`src/rtl/ptd_pkg.sv`:
```
package ptd_pkg;
  parameter int unsigned PTD_DEF_PINS = 6;
  localparam int unsigned PTD_STAGES = 2; // capture + sync
endpackage

```
`src/rtl/ptd_capture.sv`:
```
module ptd_capture #(
  parameter int unsigned N_PINS = ptd_pkg::PTD_DEF_PINS
) (
  input  logic              clk_i,
  input  logic              rst_ni,
  input  logic [N_PINS-1:0] pin_i,
  output logic [N_PINS-1:0] cap_o,
  output logic [N_PINS-1:0] sync_o
);
  for (genvar g = 0; g < N_PINS; g++) begin : g_pin
    logic cap_q, sync_q;
    always_ff @(posedge clk_i or negedge rst_ni) begin
      if (!rst_ni) begin
        cap_q  <= 1'b0;
        sync_q <= 1'b0;
      end else begin
        cap_q  <= pin_i[g];
        sync_q <= cap_q;
      end
    end
    assign cap_o[g]  = cap_q;
    assign sync_o[g] = sync_q;
  end
endmodule

```
`src/rtl/ptd_change.sv`:
```
module ptd_change #(
  parameter int unsigned N_PINS = ptd_pkg::PTD_DEF_PINS
) (
  input  logic              clk_i,
  input  logic              rst_ni,
  input  logic [N_PINS-1:0] sync_i,
  input  logic [N_PINS-1:0] mask_i,
  output logic              set_o
);
  logic [N_PINS-1:0] prev_q;
  logic [N_PINS-1:0] cur_m, prev_m;

  always_ff @(posedge clk_i or negedge rst_ni) begin
    if (!rst_ni) prev_q <= '0;
    else         prev_q <= sync_i;
  end

  // both sides gated by the same mask: a mask edit alone cannot differ
  assign cur_m  = sync_i & mask_i;
  assign prev_m = prev_q & mask_i;
  assign set_o  = |(cur_m ^ prev_m);
endmodule

```
`src/rtl/ptd_flag.sv`:
```
module ptd_flag (
  input  logic clk_i,
  input  logic rst_ni,
  input  logic set_i,
  input  logic clr_i,
  output logic flag_o
);
  logic flag_q;
  always_ff @(posedge clk_i or negedge rst_ni) begin
    if (!rst_ni)    flag_q <= 1'b0;
    else if (set_i) flag_q <= 1'b1; // set beats clear
    else if (clr_i) flag_q <= 1'b0;
  end
  assign flag_o = flag_q;
endmodule

```
`src/rtl/pin_toggle_irq.sv`:
```
module pin_toggle_irq #(
  parameter int unsigned N_PINS = ptd_pkg::PTD_DEF_PINS
) (
  input  logic              clk_i,
  input  logic              rst_ni,
  input  logic [N_PINS-1:0] pin_i,
  input  logic [N_PINS-1:0] mask_i,
  input  logic              enable_i,
  input  logic              clr_i,
  output logic              flag_o,
  output logic              irq_o,
  output logic              wake_o
);
  logic [N_PINS-1:0] cap, sync;
  logic              set;

  ptd_capture #(.N_PINS(N_PINS)) u_capture (
    .clk_i (clk_i),
    .rst_ni(rst_ni),
    .pin_i (pin_i),
    .cap_o (cap),
    .sync_o(sync)
  );

  ptd_change #(.N_PINS(N_PINS)) u_change (
    .clk_i (clk_i),
    .rst_ni(rst_ni),
    .sync_i(sync),
    .mask_i(mask_i),
    .set_o (set)
  );

  ptd_flag u_flag (
    .clk_i (clk_i),
    .rst_ni(rst_ni),
    .set_i (set),
    .clr_i (clr_i),
    .flag_o(flag_o)
  );

  // clockless path for wake-up
  assign wake_o = |((pin_i ^ cap) & mask_i);
  assign irq_o  = flag_o & enable_i;
endmodule

```
`config.mk`:
```
export PLATFORM = sky130hd
export DESIGN_NAME = pin_toggle_irq
export DESIGN_NICKNAME = d
export VERILOG_FILES = /design/src/rtl/ptd_pkg.sv /design/src/rtl/ptd_capture.sv /design/src/rtl/ptd_change.sv /design/src/rtl/ptd_flag.sv /design/src/rtl/pin_toggle_irq.sv
export SDC_FILE = /design/constraint.sdc
export NUM_CORES = 1
export LEC_CHECK = 0
export ABC_CLOCK_PERIOD_IN_PS = 900
export BUFFER_PORTS_ARGS = -buffer_cell sky130_fd_sc_hd__buf_2
export CORE_AREA = 5 5 46 48
export DETAILED_ROUTE_END_ITERATION = 10
export DIE_AREA = 0 0 51 53
export PLACE_DENSITY = 0.65
export SYNTH_ARGS = -nofsm -noshare
export SYNTH_HDL_FRONTEND = slang
export SYNTH_SLANG_ARGS = --single-unit
```
`constraint.sdc`:
```
create_clock -name clk_i -period 0.9 [get_ports clk_i]
set_input_delay 0.045 -clock clk_i [delete_from_list [all_inputs] [get_ports clk_i]]
set_output_delay 0.045 -clock clk_i [all_outputs]
set_load 0.02 [all_outputs]
```
# Word-level counts from Yosys, hierarchy flattened

Cells that the tools add are included.

Register bits after elaboration: 19
Word-level logic and storage cells: 25
Bits of input ports: 16
Output and inout bits: 3

Bitwise logic cells: 6
Reduce and logical (&&, ||, !) cells: 3
Muxes and demuxes: 2

Operators by type and width:

| kind               | count |
|---|---|
| 6-bit bitwise AND  | 3 |
| 6-bit OR reduction | 2 |
| 6-bit XOR          | 2 |
| 1-bit two-way mux  | 2 |
| 2-bit nonzero test | 1 |
| 1-bit bitwise AND  | 1 |

# Longest topological paths before layout

Gate-level depths: netlist (run 1).

Depth after elaboration: 4
Mapped depth: 3
Mapped depth without buffers: 3

# Cells and area by module

Synthesis (run 1) repeated with hierarchy kept, for this count alone.

Cell total of the unflattened synthesis: 54
Area, all modules: 743.2 um^2

By module, submodules not included:

| module         | sequential area each (um^2) | times used | area each (um^2) | cells each |
|---|---|---|---|---|
| ptd_capture    | 300.3                       | 1          | 390.4            | 24 |
| ptd_change     | 150.1                       | 1          | 230.2            | 16 |
| pin_toggle_irq | 0.0                         | 1          | 86.3             | 11 |
| ptd_flag       | 25.0                        | 1          | 36.3             | 3 |

# Least setup slack after synthesis (run 1)

Ideal clock, no wire load.

Path kind: register to register
From: register u_capture.g_pin[2].sync_q
To: register u_flag.flag_q (netlist: u_flag.flag_o)
Data arrival time: 0.920 ns
Setup time: 0.132 ns
Setup slack: -0.152 ns
Stages on the path, launching flop included: 4
Required time: 0.768 ns
Clock period less this slack: 1.052 ns
Path buffers: 0
Cells stage by stage: dfrtp_1 -> xor2_1 -> a222oi_1 -> nand3_1

Longest elaborated chain between the ends: 4
Elaborated cells on any way between the ends: 5
Those cells by class: mux (1); bitwise (2); reduce/logical (2)

Ends and longest elaborated chain:

| item                                                    | RTL line          | RTL |
|---|---|---|
| start, declared                                         | ptd_capture.sv:11 | `logic cap_q, sync_q;` |
| start signal, assigned                                  | ptd_capture.sv:18 | `sync_q <= cap_q;` |
| 6-bit bitwise AND *                                     | ptd_change.sv:19  | `assign cur_m = sync_i & mask_i;` |
| 6-bit XOR *                                             | ptd_change.sv:21  | `assign set_o = \|(cur_m ^ prev_m);` |
| 6-bit OR reduction *                                    | ptd_change.sv:21  |  |
| 1-bit two-way mux or 2-bit nonzero test (tied branches) | -                 |  |
| end signal, assigned                                    | ptd_flag.sv:10    | `if (!rst_ni) flag_q <= 1'b0;` |
| end signal, assigned                                    | ptd_flag.sv:11    | `else if (set_i) flag_q <= 1'b1;` |
| end signal, assigned                                    | ptd_flag.sv:12    | `else if (clr_i) flag_q <= 1'b0;` |
| end, declared                                           | ptd_flag.sv:8     | `logic flag_q;` |

Mark *: on every way between the ends. The rest lies on a longest branch, timed or not.
A chain may end at the register's enable or synchronous reset.

# Final worst setup path (run 1)

From: register u_capture.g_pin[1].cap_q
To: output port wake_o

Longest elaborated chain between the ends: 3

Ends and longest elaborated chain:

| item                   | RTL line             | RTL |
|---|---|---|
| start, declared        | ptd_capture.sv:11    |  |
| start signal, assigned | ptd_capture.sv:17    | `cap_q <= pin_i[g];` |
| 6-bit XOR              | pin_toggle_irq.sv:42 | `assign wake_o = \|((pin_i ^ cap) & mask_i);` |
| 6-bit bitwise AND      | pin_toggle_irq.sv:42 |  |
| 6-bit OR reduction     | pin_toggle_irq.sv:42 |  |
| end, declared          | pin_toggle_irq.sv:12 | `output logic wake_o` |

No other way between the ends.

==> implementation parameters, run 1 <==
Parameter                              Value

STA
  RSZ-0062 raised after global routing ... true
  Total of endpoints with negative setup slack in the final report ... 4
  Final worst path period need ... 1.32 ns
  Number of failing hold endpoints at the final stage ... 0
  Achievable clock frequency ... 755 MHz
  Worst Tran Pin Value ... 0.416 ns
  Headroom to the max-slew limit ... 72.3%
  Final Max Tran Viols ... 0
  Setup ws final ... -0.424 ns
  Clock skew after layout ... 0.00958 ns
  Final hold slack ... 0.0162 ns
  Share of the clock period used by the worst path after layout ... 147%

Power
  Static Leak ... 0.427 nW
  Worst VDD drop ... 869 uV
  Post-layout total power ... 1.56 mW
  Cell Pwr Density ... 1710 nW/um2

Die
  Die X-Extent ... 51 um
  Row count ... 15
  Core footprint ... 1670 um2
  Die boundary height ... 53 um
  Count of boundary I/O pins ... 19
  Area of the die ... 2700 um2
  Initial cell density of the core ... 38.8%

GRT
  Aggregate global routing overflow ... 0
  Antenna violations before repair ... 0
  Global-route total usage across every layer ... 10.3%
  Maximum number of pins on one net before global-route repair ... 20
  First-pass GRT wire length ... 2030 um
  Vias in the first global route ... 486

Cells and area
  Final std cell area, no fill ... 913 um2
  Area growth from synthesis to final layout ... 40.9%
  Area used by sequential logic in the layout ... 475 um2
  Multi-input logic area ... 190 um2
  Fraction of layout cells with a size suffix above 1 ... 36.1%
  Post-layout nets ... 89
  Filler cells ... 139
  Antenna cells ... 0

Clock tree
  Maximum clock path buffer count ... 2
  Total clock buffers created by CTS ... 3
  Clock-pin slew on the worst setup and hold paths ... 0.11 ns
  Clock latency reported for the late side of the worst-skew pair ... 0.29 ns
  Cell at the root of the clock tree ... clkbuf_4
  Max H-tree Level ... 1
  Clock tree from TritonCTS ... yes
  Clk sink count ... 19

Routing
  Routed length per instance ... 12.9 um
  Post-DR vias/cell ... 4.71
  First drt pass iteration count ... 4
  Number of design rule violations left after detail routing ... 0
  DRT antenna net count ... 0
  Count of vias placed by the detailed router ... 419
  Number of DRC markers in iteration 0 ... 9
  Routed WL ... 1150 um

Run status
  Violated checks ... negative setup slack
  Outcome ... complete, but fails checks

Synth
  Portion of the post-synthesis area used by sequential elements ... 73.4%
  Synthesized netlist net count ... 57
  Post-synthesis sequential element count ... 19
  Cell variety after synth ... 8
  Number of warnings printed during yosys synthesis ... 0
  Mean cell area of the mapped netlist ... 15.8 um2
  Area of the mapped netlist ... 648 um2
  Number of instances in the synthesized netlist ... 41

Placement
  Routability-driven placement congestion ratio ... 0.648
  Instance area after placement ... 764 um2
  Quantity of I/O buffers inserted on ports ... 18

Job
  Max-capacitance violation count ... 0

Critical path
  Critical path class ... reg2out
  Required time reported for the critical path endpoint ... 0.85 ns
  Nature of the critical path startpoint ... flop
  Critical path peak fanout ... 2
  Sort of element at the end of the critical path ... output port
  Arrival time at the worst endpoint ... 1.28 ns

Min path
  Class of the worst hold path ... in2reg
-- layout make-up --
type | instances | area share [%]
repair buffers | 27 | 21.9
clock buffers | 4 | 2.88
multi-input cells | 22 | 20.8
flip-flops and latches | 19 | 52.1
well taps | 17 | 2.33
-- registers in the layout, indices dropped and copies added, names as in the netlist --
| signal | flops |
|---|---|
| u_flag.flag_o | 1 |
| u_capture.g_pin.sync_q | 6 |
| u_change.prev_q | 6 |
| u_capture.g_pin.cap_q | 6 |
-- power by group --
part           leakage, nW  switching, mW  internal, mW
sequential           0.219         0.0260         0.898
combinational        0.193         0.0986         0.124
clock               0.0150          0.245         0.172
-- cells in the mapped netlist --
| cell type | number | area share (%) |
|---|---|---|
| a21oi_1 | 1 | 0.77 |
| a222oi_1 | 1 | 1.5 |
| a22oi_1 | 4 | 4.6 |
| and2_1 | 1 | 0.97 |
| dfrtp_1 | 19 | 73 |
| nand3_1 | 2 | 1.5 |
| nor2b_1 | 1 | 0.97 |
| xor2_1 | 12 | 16 |
-- final timing paths --
path,cells past startpoint,endpoint,from,slack [ns]
max,4,wake_o,u_capture.g_pin[1].cap_q$_DFF_PN0_,-0.42
min,3,u_flag.flag_o$_DFFE_PN0P_,mask_i[1],0.02
max reg2reg,3,u_flag.flag_o$_DFFE_PN0P_,u_capture.g_pin[2].sync_q$_DFF_PN0_,-0.23
min reg2reg,0,u_capture.g_pin[0].sync_q$_DFF_PN0_,u_capture.g_pin[0].cap_q$_DFF_PN0_,0.39
max in group asynchronous,2,u_flag.flag_o$_DFFE_PN0P_,rst_ni,0.40
min in group asynchronous,2,u_capture.g_pin[1].sync_q$_DFF_PN0_,rst_ni,0.20
-- logic make-up after synthesis --
logic type	synth area share, %
flops	73.4
simple gates	3.48
compound gates	6.95
xor+xnor	16.2
-- worst max-delay path: stages (launching register included) --
cell	delay, ns
dfrtp_1	0.40
xor2_1	0.14
a22oi_1	0.20
nand3_2	0.10
buf_6	0.14
-- cell usage in the layout, fill, tap and decap left out, types with 2 or more instances in the layout --
cell type | netlist | layout
dfrtp_1 | 19 | 19
buf_2 | 0 | 15
xor2_1 | 12 | 12
dlygate4sd3_1 | 0 | 8
buf_6 | 0 | 4
clkbuf_4 | 0 | 3
a22oi_1 | 4 | 2
a22oi_2 | 0 | 2
-- per-layer routing --
layer  vias to the layer above  global-route usage [%]  part of all wire (%)
met1                       198                    12.4                    41
met2                        13                    16.3                    51
met5                         -                       0                     0
met3                         5                    1.69                   4.3
li1                        203                       -                     -
met4                         0                    8.07                   3.9
-- through the flow --
step	setup slack (ns)	setup TNS [ns]	std cells	utilization, %
after floorplan	-0.119	-0.119	41	-
after global placement	-0.159	-0.306	76	45.8
after detailed placement	-0.225	-0.394	76	45.8
after CTS	-0.452	-0.883	88	53.8
after global routing	-0.492	-1.10	89	54.7
final	-0.424	-0.816	89	54.7
-- what timing repair did --
item                       4_1_cts  5_1_grt
buffers inserted                 1        0
hold buffers                     7        1
pin swaps                        3        2
resized for setup                9        1
hold endpoints to repair        25        1
setup endpoints to repair        4        4
No activity file was read; power rests on OpenSTA's default activity.
==> run 2, diff against run 1 <==
- RECOVER_POWER: default -> 100
- REMOVE_ABC_BUFFERS: default -> 1
==> run 2 against run 1 <==
  * The run still ends with negative setup slack left
  * Sequential share of layout area is 0.80 points higher
  * Clock skew is 0.0079 ns lower
  * Fmax is 2.6% lower
  * Register-to-register slack better by 0.06 ns
==> implementation parameters, run 2 (synthesis gave the netlist of run 1 again) <==
Parameter                              Value

Critical path
  Required time reported for the critical path endpoint ... 0.85 ns (about the same)
  Reg-to-Reg End ... u_flag.flag_o$_DFFE_PN0P_ (unchanged)
  Number of cells traversed by the worst register-to-register path ... 3 (unchanged)
  CP bufs+invs ... 1 (unchanged)
  Critical path peak fanout ... 2 (unchanged)
  Critical path endpoint ... wake_o (unchanged)
  Critical Path Slowest Stage Cell ... dfrtp_1 (unchanged)
  Critical path cell sequence ... xor2_1, a22oi_1, nand3_1, buf_6 (was xor2_1, a22oi_1, nand3_2, buf_6)
  Reg2Reg Setup Slack ... -0.17 ns (was -0.23 ns)
  Critical path class ... reg2out (unchanged)
  Arrival time at the worst endpoint ... 1.31 ns (was 1.28 ns)
  CP top delay family ... flip-flops (unchanged)
  Sort of element at the end of the critical path ... output port (unchanged)
  Reg-to-Reg Start ... u_change.prev_q[5]$_DFF_PN0_ (was u_capture.g_pin[2].sync_q$_DFF_PN0_)
  Nature of the critical path startpoint ... flop (unchanged)
  Launching element of the worst setup path ... u_capture.g_pin[5].cap_q$_DFF_PN0_ (was u_capture.g_pin[1].cap_q$_DFF_PN0_)
  Number of logic stages on the critical path including buffering ... 4 (unchanged)
  Largest stage delay on the critical path ... 0.40 ns (about the same)

Die
  Row count ... 15 (unchanged)
  Area of the die ... 2700 um2 (unchanged)
  Die X-Extent ... 51 um (unchanged)
  Core footprint ... 1670 um2 (unchanged)
  Initial cell density of the core ... 38.8% (unchanged)
  Die boundary height ... 53 um (unchanged)
  Count of boundary I/O pins ... 19 (unchanged)

Routing
  Routed WL ... 1130 um (was 1150 um)
  First drt pass iteration count ... 4 (unchanged)
  DRT antenna net count ... 0 (unchanged)
  Routed length per instance ... 12.6 um (was 12.9 um)
  Number of DRC markers in iteration 0 ... 5 (was 9)
  Met3 routed WL ... 122 um (was 49 um)
  Highest metal layer with signal wires ... met4 (unchanged)
  Number of design rule violations left after detail routing ... 0 (unchanged)
  Routed metal-1 wire length ... 505 um (was 469 um)
  Count of vias placed by the detailed router ... 420 (was 419)
  Post-DR vias/cell ... 4.67 (was 4.71)
  Detailed-routed wire length on met2 ... 485 um (was 580 um)

STA
  Share of the clock period used by the worst path after layout ... 151% (was 147%)
  Achievable clock frequency ... 735 MHz (was 755 MHz)
  Worst Tran Pin Value ... 0.450 ns (was 0.416 ns)
  Setup ws final ... -0.460 ns (was -0.424 ns)
  Number of failing hold endpoints at the final stage ... 0 (unchanged)
  Headroom to the max-slew limit ... 70.0% (was 72.3%)
  RSZ-0062 raised after global routing ... true (unchanged)
  Final Max Tran Viols ... 0 (unchanged)
  Final sum of negative setup slack ... -0.807 ns (was -0.816 ns)
  Final worst path period need ... 1.36 ns (was 1.32 ns)
  Clock skew after layout ... 0.00169 ns (was 0.00958 ns)
  Total of endpoints with negative setup slack in the final report ... 4 (unchanged)

Cells and area
  Antenna cells ... 0 (unchanged)
  Area growth from synthesis to final layout ... 38.8% (was 40.9%)
  Fraction of layout cells with a size suffix above 1 ... 26.0% (was 36.1%)
  Commonest cells after routing, fill and taps aside ... 19 x dfrtp_1, 12 x xor2_1, 9 x buf_2 (was 19 x dfrtp_1, 15 x buf_2, 12 x xor2_1)
  Top Registers ... u_capture.g_pin.cap_q (6), u_capture.g_pin.sync_q (6), u_change.prev_q (6) (unchanged)
  Post-layout nets ... 90 (was 89)
  Most common library cell in the layout ignoring fill and taps ... dfrtp_1 (unchanged)

Clock tree
  Max H-tree Level ... 1 (unchanged)
  Clock-pin slew on the worst setup and hold paths ... 0.09 ns (was 0.11 ns)
  Clk sink count ... 19 (unchanged)
  Maximum clock path buffer count ... 2 (unchanged)
  Post-cts hold buffer count ... 8 (was 7)
  Clock latency reported for the late side of the worst-skew pair ... 0.29 ns (about the same)
  Clock tree from TritonCTS ... yes (unchanged)
  Cell at the root of the clock tree ... clkbuf_4 (unchanged)
  Total clock buffers created by CTS ... 3 (unchanged)

Power
  Post-layout total power ... 1.54 mW (was 1.56 mW)
  Static Leak ... 0.416 nW (was 0.427 nW)
  Worst VDD drop ... 1290 uV (was 869 uV)
  Cell Pwr Density ... 1710 nW/um2 (about the same)

GRT
  Vias in the first global route ... 413 (was 486)
  Maximum number of pins on one net before global-route repair ... 20 (unchanged)
  First-pass GRT wire length ... 1860 um (was 2030 um)
  Antenna violations before repair ... 0 (unchanged)
  Global-route total usage across every layer ... 9.91% (was 10.3%)
  Aggregate global routing overflow ... 0 (unchanged)

Placement
  Quantity of I/O buffers inserted on ports ... 18 (unchanged)
  Post-detail-place hpwl ... 821 um
  Routability-driven placement congestion ratio ... 0.725 (was 0.648)

Run status
  Violated checks ... negative setup slack (unchanged)
  Outcome ... complete, but fails checks (unchanged)

Job
  Max-capacitance violation count ... 0 (unchanged)

Min path
  Class of the worst hold path ... in2reg (unchanged)
## run 2: cell count changes in the layout (fill, tap and decap cells not counted), sizes merged
cell / before / now
buf: 19 / 13
clkbuf: 4 / 11
## run 2: power breakdown
group,switching [mW],total (mW),internal (mW)
clock network,0.231,0.403,0.172
registers,0.0253,0.923,0.897
logic,0.0921,0.210,0.118
total,0.349,1.54,1.19
## run 2: worst min-delay path by stage
stage	start	to	slack (ns)	cells past startpoint
CTS	mask_i[3]	u_flag.flag_o$_DFFE_PN0P_	0.002	3
global route	mask_i[5]	u_flag.flag_o$_DFFE_PN0P_	-0.004	3
finish	mask_i[5]	u_flag.flag_o$_DFFE_PN0P_	0.009	3
floorplan	rst_ni	u_capture.g_pin[0].cap_q$_DFF_PN0_	-0.25	0
global placement	rst_ni	u_change.prev_q[5]$_DFF_PN0_	-0.006	1
detailed placement	rst_ni	u_capture.g_pin[5].sync_q$_DFF_PN0_	0.0001	1
## run 2: cell type report
| type | instances | area (um2) |
|---|---|---|
| Multi-Input combinational cell | 22 | 175 |
| Timing Repair Buffer | 28 | 201 |
| Fill cell | 141 | 771 |
| Sequential cell | 19 | 475 |
| Tap cell | 17 | 21.3 |
| Clock buffer | 4 | 26.3 |
## run 2: tightest hold or removal path: stages
cell	delay, ns
buf_2	0.09
a222oi_1	0.07
nand3_1	0.07
## run 2: per-layer routing
| layer | GRT usage [%] | vias up |
|---|---|---|
| li1 | - | 202 |
| met1 | 12.3 | 200 |
| met2 | 12.9 | 16 |
| met3 | 7.04 | 2 |
| met4 | 4.04 | 0 |
| met5 | 0 | - |
## run 2: timing repair
action	in CTS	in global routing
buffers inserted	1	0
pin swaps	7	3
endpoints found under the hold margin	26	1
setup endpoints to repair	4	4
gates cloned	0	0
resized for setup	8	0
## run 2: through the flow
step / hold slack [ns] / setup WS [ns] / instances / instance area (um2) / utilization (%)
floorplan: -0.251 / -0.152 / 41 / 648 / -
global route: -0.00422 / -0.578 / 90 / 900 / 53.9
finish: 0.00859 / -0.460 / 90 / 900 / 53.9
CTS: 0.00238 / -0.489 / 90 / 906 / 54.2
detailed placement: 0.000147 / -0.196 / 77 / 767 / 45.9
global placement: -0.00550 / -0.172 / 77 / 767 / 45.9
==> run 3, diff against run 2 <==
- CTS_CLUSTER_SIZE: default -> 28
- HOLD_SLACK_MARGIN: default -> 0.12
==> run 3 against run 2 <==
  * The flow still finishes with violations (negative setup slack)
  * Core utilization increased by 0.60 points
  * Non-clock buffer count increased by 1
  * Register-to-register slack about the same
==> implementation parameters, run 3 (synthesis gave the netlist of run 1 again) <==
Parameter                              Value

Cells and area
  Fraction of layout cells with a size suffix above 1 ... 25.7% (was 26.0%)
  Top Registers ... u_capture.g_pin.cap_q (6), u_capture.g_pin.sync_q (6), u_change.prev_q (6) (unchanged)
  Area growth from synthesis to final layout ... 40.3% (was 38.8%)
  Most common library cell in the layout ignoring fill and taps ... dfrtp_1 (unchanged)
  Commonest cells after routing, fill and taps aside ... 19 x dfrtp_1, 12 x xor2_1, 9 x dlygate4sd3_1, 9 x buf_2, 6 x clkbuf_1 (was 19 x dfrtp_1, 12 x xor2_1, 9 x buf_2)
  Final std cells w/o fill ... 91 (was 90)
  Antenna cells ... 0 (unchanged)
  Post-layout nets ... 91 (was 90)

STA
  Number of failing hold endpoints at the final stage ... 0 (unchanged)
  Total of endpoints with negative setup slack in the final report ... 4 (unchanged)
  Achievable clock frequency ... 735 MHz (about the same)
  Final worst path period need ... 1.36 ns (about the same)
  Clock skew after layout ... 0.00180 ns (was 0.00169 ns)
  Share of the clock period used by the worst path after layout ... 151% (about the same)
  Worst Tran Pin Value ... 0.451 ns (was 0.450 ns)
  Setup ws final ... -0.460 ns (about the same)
  RSZ-0062 raised after global routing ... true (unchanged)
  Headroom to the max-slew limit ... 70.0% (about the same)
  Final Max Tran Viols ... 0 (unchanged)

Critical path
  Critical path peak fanout ... 2 (unchanged)
  Critical path class ... reg2out (unchanged)
  Reg-to-Reg End ... u_flag.flag_o$_DFFE_PN0P_ (unchanged)
  Arrival time at the worst endpoint ... 1.31 ns (about the same)
  Reg-to-Reg Start ... u_change.prev_q[5]$_DFF_PN0_ (unchanged)
  Required time reported for the critical path endpoint ... 0.85 ns (about the same)
  Nature of the critical path startpoint ... flop (unchanged)
  Number of cells traversed by the worst register-to-register path ... 3 (unchanged)
  Sort of element at the end of the critical path ... output port (unchanged)
  Reg2Reg Setup Slack ... -0.17 ns (about the same)

Min path
  Number of cells traversed by the worst hold path ... 3 (unchanged)
  Hold Crit Start ... mask_i[5] (unchanged)
  Class of the worst hold path ... in2reg (unchanged)
  Worst Hold Path EP ... u_flag.flag_o$_DFFE_PN0P_ (unchanged)

Placement
  Post-detail-place hpwl ... 821 um (unchanged)
  Pre-CTS setup slack ... -0.196 ns (unchanged)
  Routability-driven placement congestion ratio ... 0.725 (unchanged)
  Number of instances in the placed design ... 77 (unchanged)
  Quantity of I/O buffers inserted on ports ... 18 (unchanged)

Clock tree
  Maximum clock path buffer count ... 2 (unchanged)
  Clock-pin slew on the worst setup and hold paths ... 0.10 ns (was 0.09 ns)
  Max H-tree Level ... 1 (unchanged)
  Cell at the root of the clock tree ... clkbuf_4 (unchanged)
  Clk sink count ... 19 (unchanged)
  Total clock buffers created by CTS ... 3 (unchanged)
  Clock tree from TritonCTS ... yes (unchanged)
  Post-cts hold buffer count ... 9 (was 8)
  Clock latency reported for the late side of the worst-skew pair ... 0.29 ns (about the same)

Die
  Initial cell density of the core ... 38.8% (unchanged)
  Die X-Extent ... 51 um (unchanged)
  Row count ... 15 (unchanged)
  Core footprint ... 1670 um2 (unchanged)
  Area of the die ... 2700 um2 (unchanged)
  Count of boundary I/O pins ... 19 (unchanged)
  Die boundary height ... 53 um (unchanged)

GRT
  First-pass GRT wire length ... 1860 um (unchanged)
  Vias in the first global route ... 413 (unchanged)
  Global-route total usage across every layer ... 9.91% (unchanged)
  Aggregate global routing overflow ... 0 (unchanged)
  Antenna violations before repair ... 0 (unchanged)
  Maximum number of pins on one net before global-route repair ... 20 (unchanged)

Run status
  Outcome ... complete, but fails checks (unchanged)
  Violated checks ... negative setup slack (unchanged)

Routing
  DRT antenna net count ... 0 (unchanged)
  Number of DRC markers in iteration 0 ... 5 (unchanged)
  Routed WL ... 1140 um (was 1130 um)
  First drt pass iteration count ... 4 (unchanged)
  Count of vias placed by the detailed router ... 424 (was 420)
  Routed length per instance ... 12.5 um (was 12.6 um)
  Number of design rule violations left after detail routing ... 0 (unchanged)
  Post-DR vias/cell ... 4.66 (was 4.67)

Power
  Internal power ... 1.19 mW (about the same)
  Combinational share of power ... 13.9% (was 13.7%)
  Cell Pwr Density ... 1690 nW/um2 (was 1710 nW/um2)
  Worst VDD drop ... 1300 uV (was 1290 uV)
  Switching power ... 349 uW (about the same)
  Clk pwr share ... 26.2% (about the same)
  Sequential power share ... 59.9% (was 60.1%)
  Static Leak ... 0.420 nW (was 0.416 nW)
  Switching share of power ... 22.7% (about the same)

Job
  Max-capacitance violation count ... 0 (unchanged)
==> run 3: cell type report <==
cell class	count	area [um2]
clock buffers	4	26.3
fillers	143	761
multi-input cells	22	175
flip-flops and latches	19	475
well taps	17	21.3
repair buffers	29	211
==> run 3: worst max path at each step <==
stage          slack, ns  depth (start not counted)                                start                   endpoint
3_5_place_dp       -0.20                          3  u_capture.g_pin[2].sync_q$_DFF_PN0_  u_flag.flag_o$_DFFE_PN0P_
3_3_place_gp       -0.17                          3  u_capture.g_pin[2].sync_q$_DFF_PN0_  u_flag.flag_o$_DFFE_PN0P_
6_report           -0.46                          4   u_capture.g_pin[5].cap_q$_DFF_PN0_                     wake_o
2_1_floorplan      -0.15                          3  u_capture.g_pin[2].sync_q$_DFF_PN0_  u_flag.flag_o$_DFFE_PN0P_
5_1_grt            -0.58                          4   u_capture.g_pin[5].cap_q$_DFF_PN0_                     wake_o
4_1_cts            -0.49                          4   u_capture.g_pin[5].cap_q$_DFF_PN0_                     wake_o
==> run 3: critical path, stage by stage (launching register included) <==
cell	delay (ns)
dfrtp_1	0.40
xor2_1	0.15
a22oi_1	0.21
nand3_1	0.12
buf_6	0.15
==> run 3: per-stage QoR <==
| stage | util (%) | setup TNS [ns] | hold slack, ns | power (mW) | area (um2) |
|---|---|---|---|---|---|
| after floorplan | - | -0.191 | -0.251 | 1.01 | 648 |
| after global placement | 45.9 | -0.333 | -0.00550 | 1.10 | 767 |
| after detailed placement | 45.9 | -0.366 | 0.000147 | 1.10 | 767 |
| after CTS | 54.8 | -0.890 | 0.00994 | 1.58 | 916 |
| after global routing | 54.5 | -1.07 | -0.00422 | 1.64 | 910 |
| final | 54.5 | -0.807 | 0.00846 | 1.54 | 910 |
==> run 3: what timing repair did <==
| item | in CTS | in global routing |
|---|---|---|
| endpoints found under the hold margin | 26 | 1 |
| buffers inserted | 1 | 0 |
| gates resized for setup | 8 | 0 |
| endpoints found under the setup margin | 4 | 4 |
| pin swaps | 7 | 3 |
==> run 3: routing by layer <==
metal / wire, um / up-vias / share of wire (%) / GRT usage, %
li1: - / 204 / - / -
met3: 122 / 2 / 11 / 7.04
met2: 484 / 16 / 43 / 12.9
met1: 508 / 202 / 45 / 12.3
met4: 18 / 0 / 1.6 / 4.04
met5: 0 / - / 0 / 0
==> run 3: power groups by stage <==
stage | Clock, mW | Combinational (mW) | Sequential (mW)
finish | 0.404 | 0.214 | 0.923
global route | 0.471 | 0.236 | 0.929
CTS | 0.439 | 0.220 | 0.924
detailed placement | 0 | 0.162 | 0.941
global placement | 0 | 0.160 | 0.939
floorplan | 0 | 0.0740 | 0.940
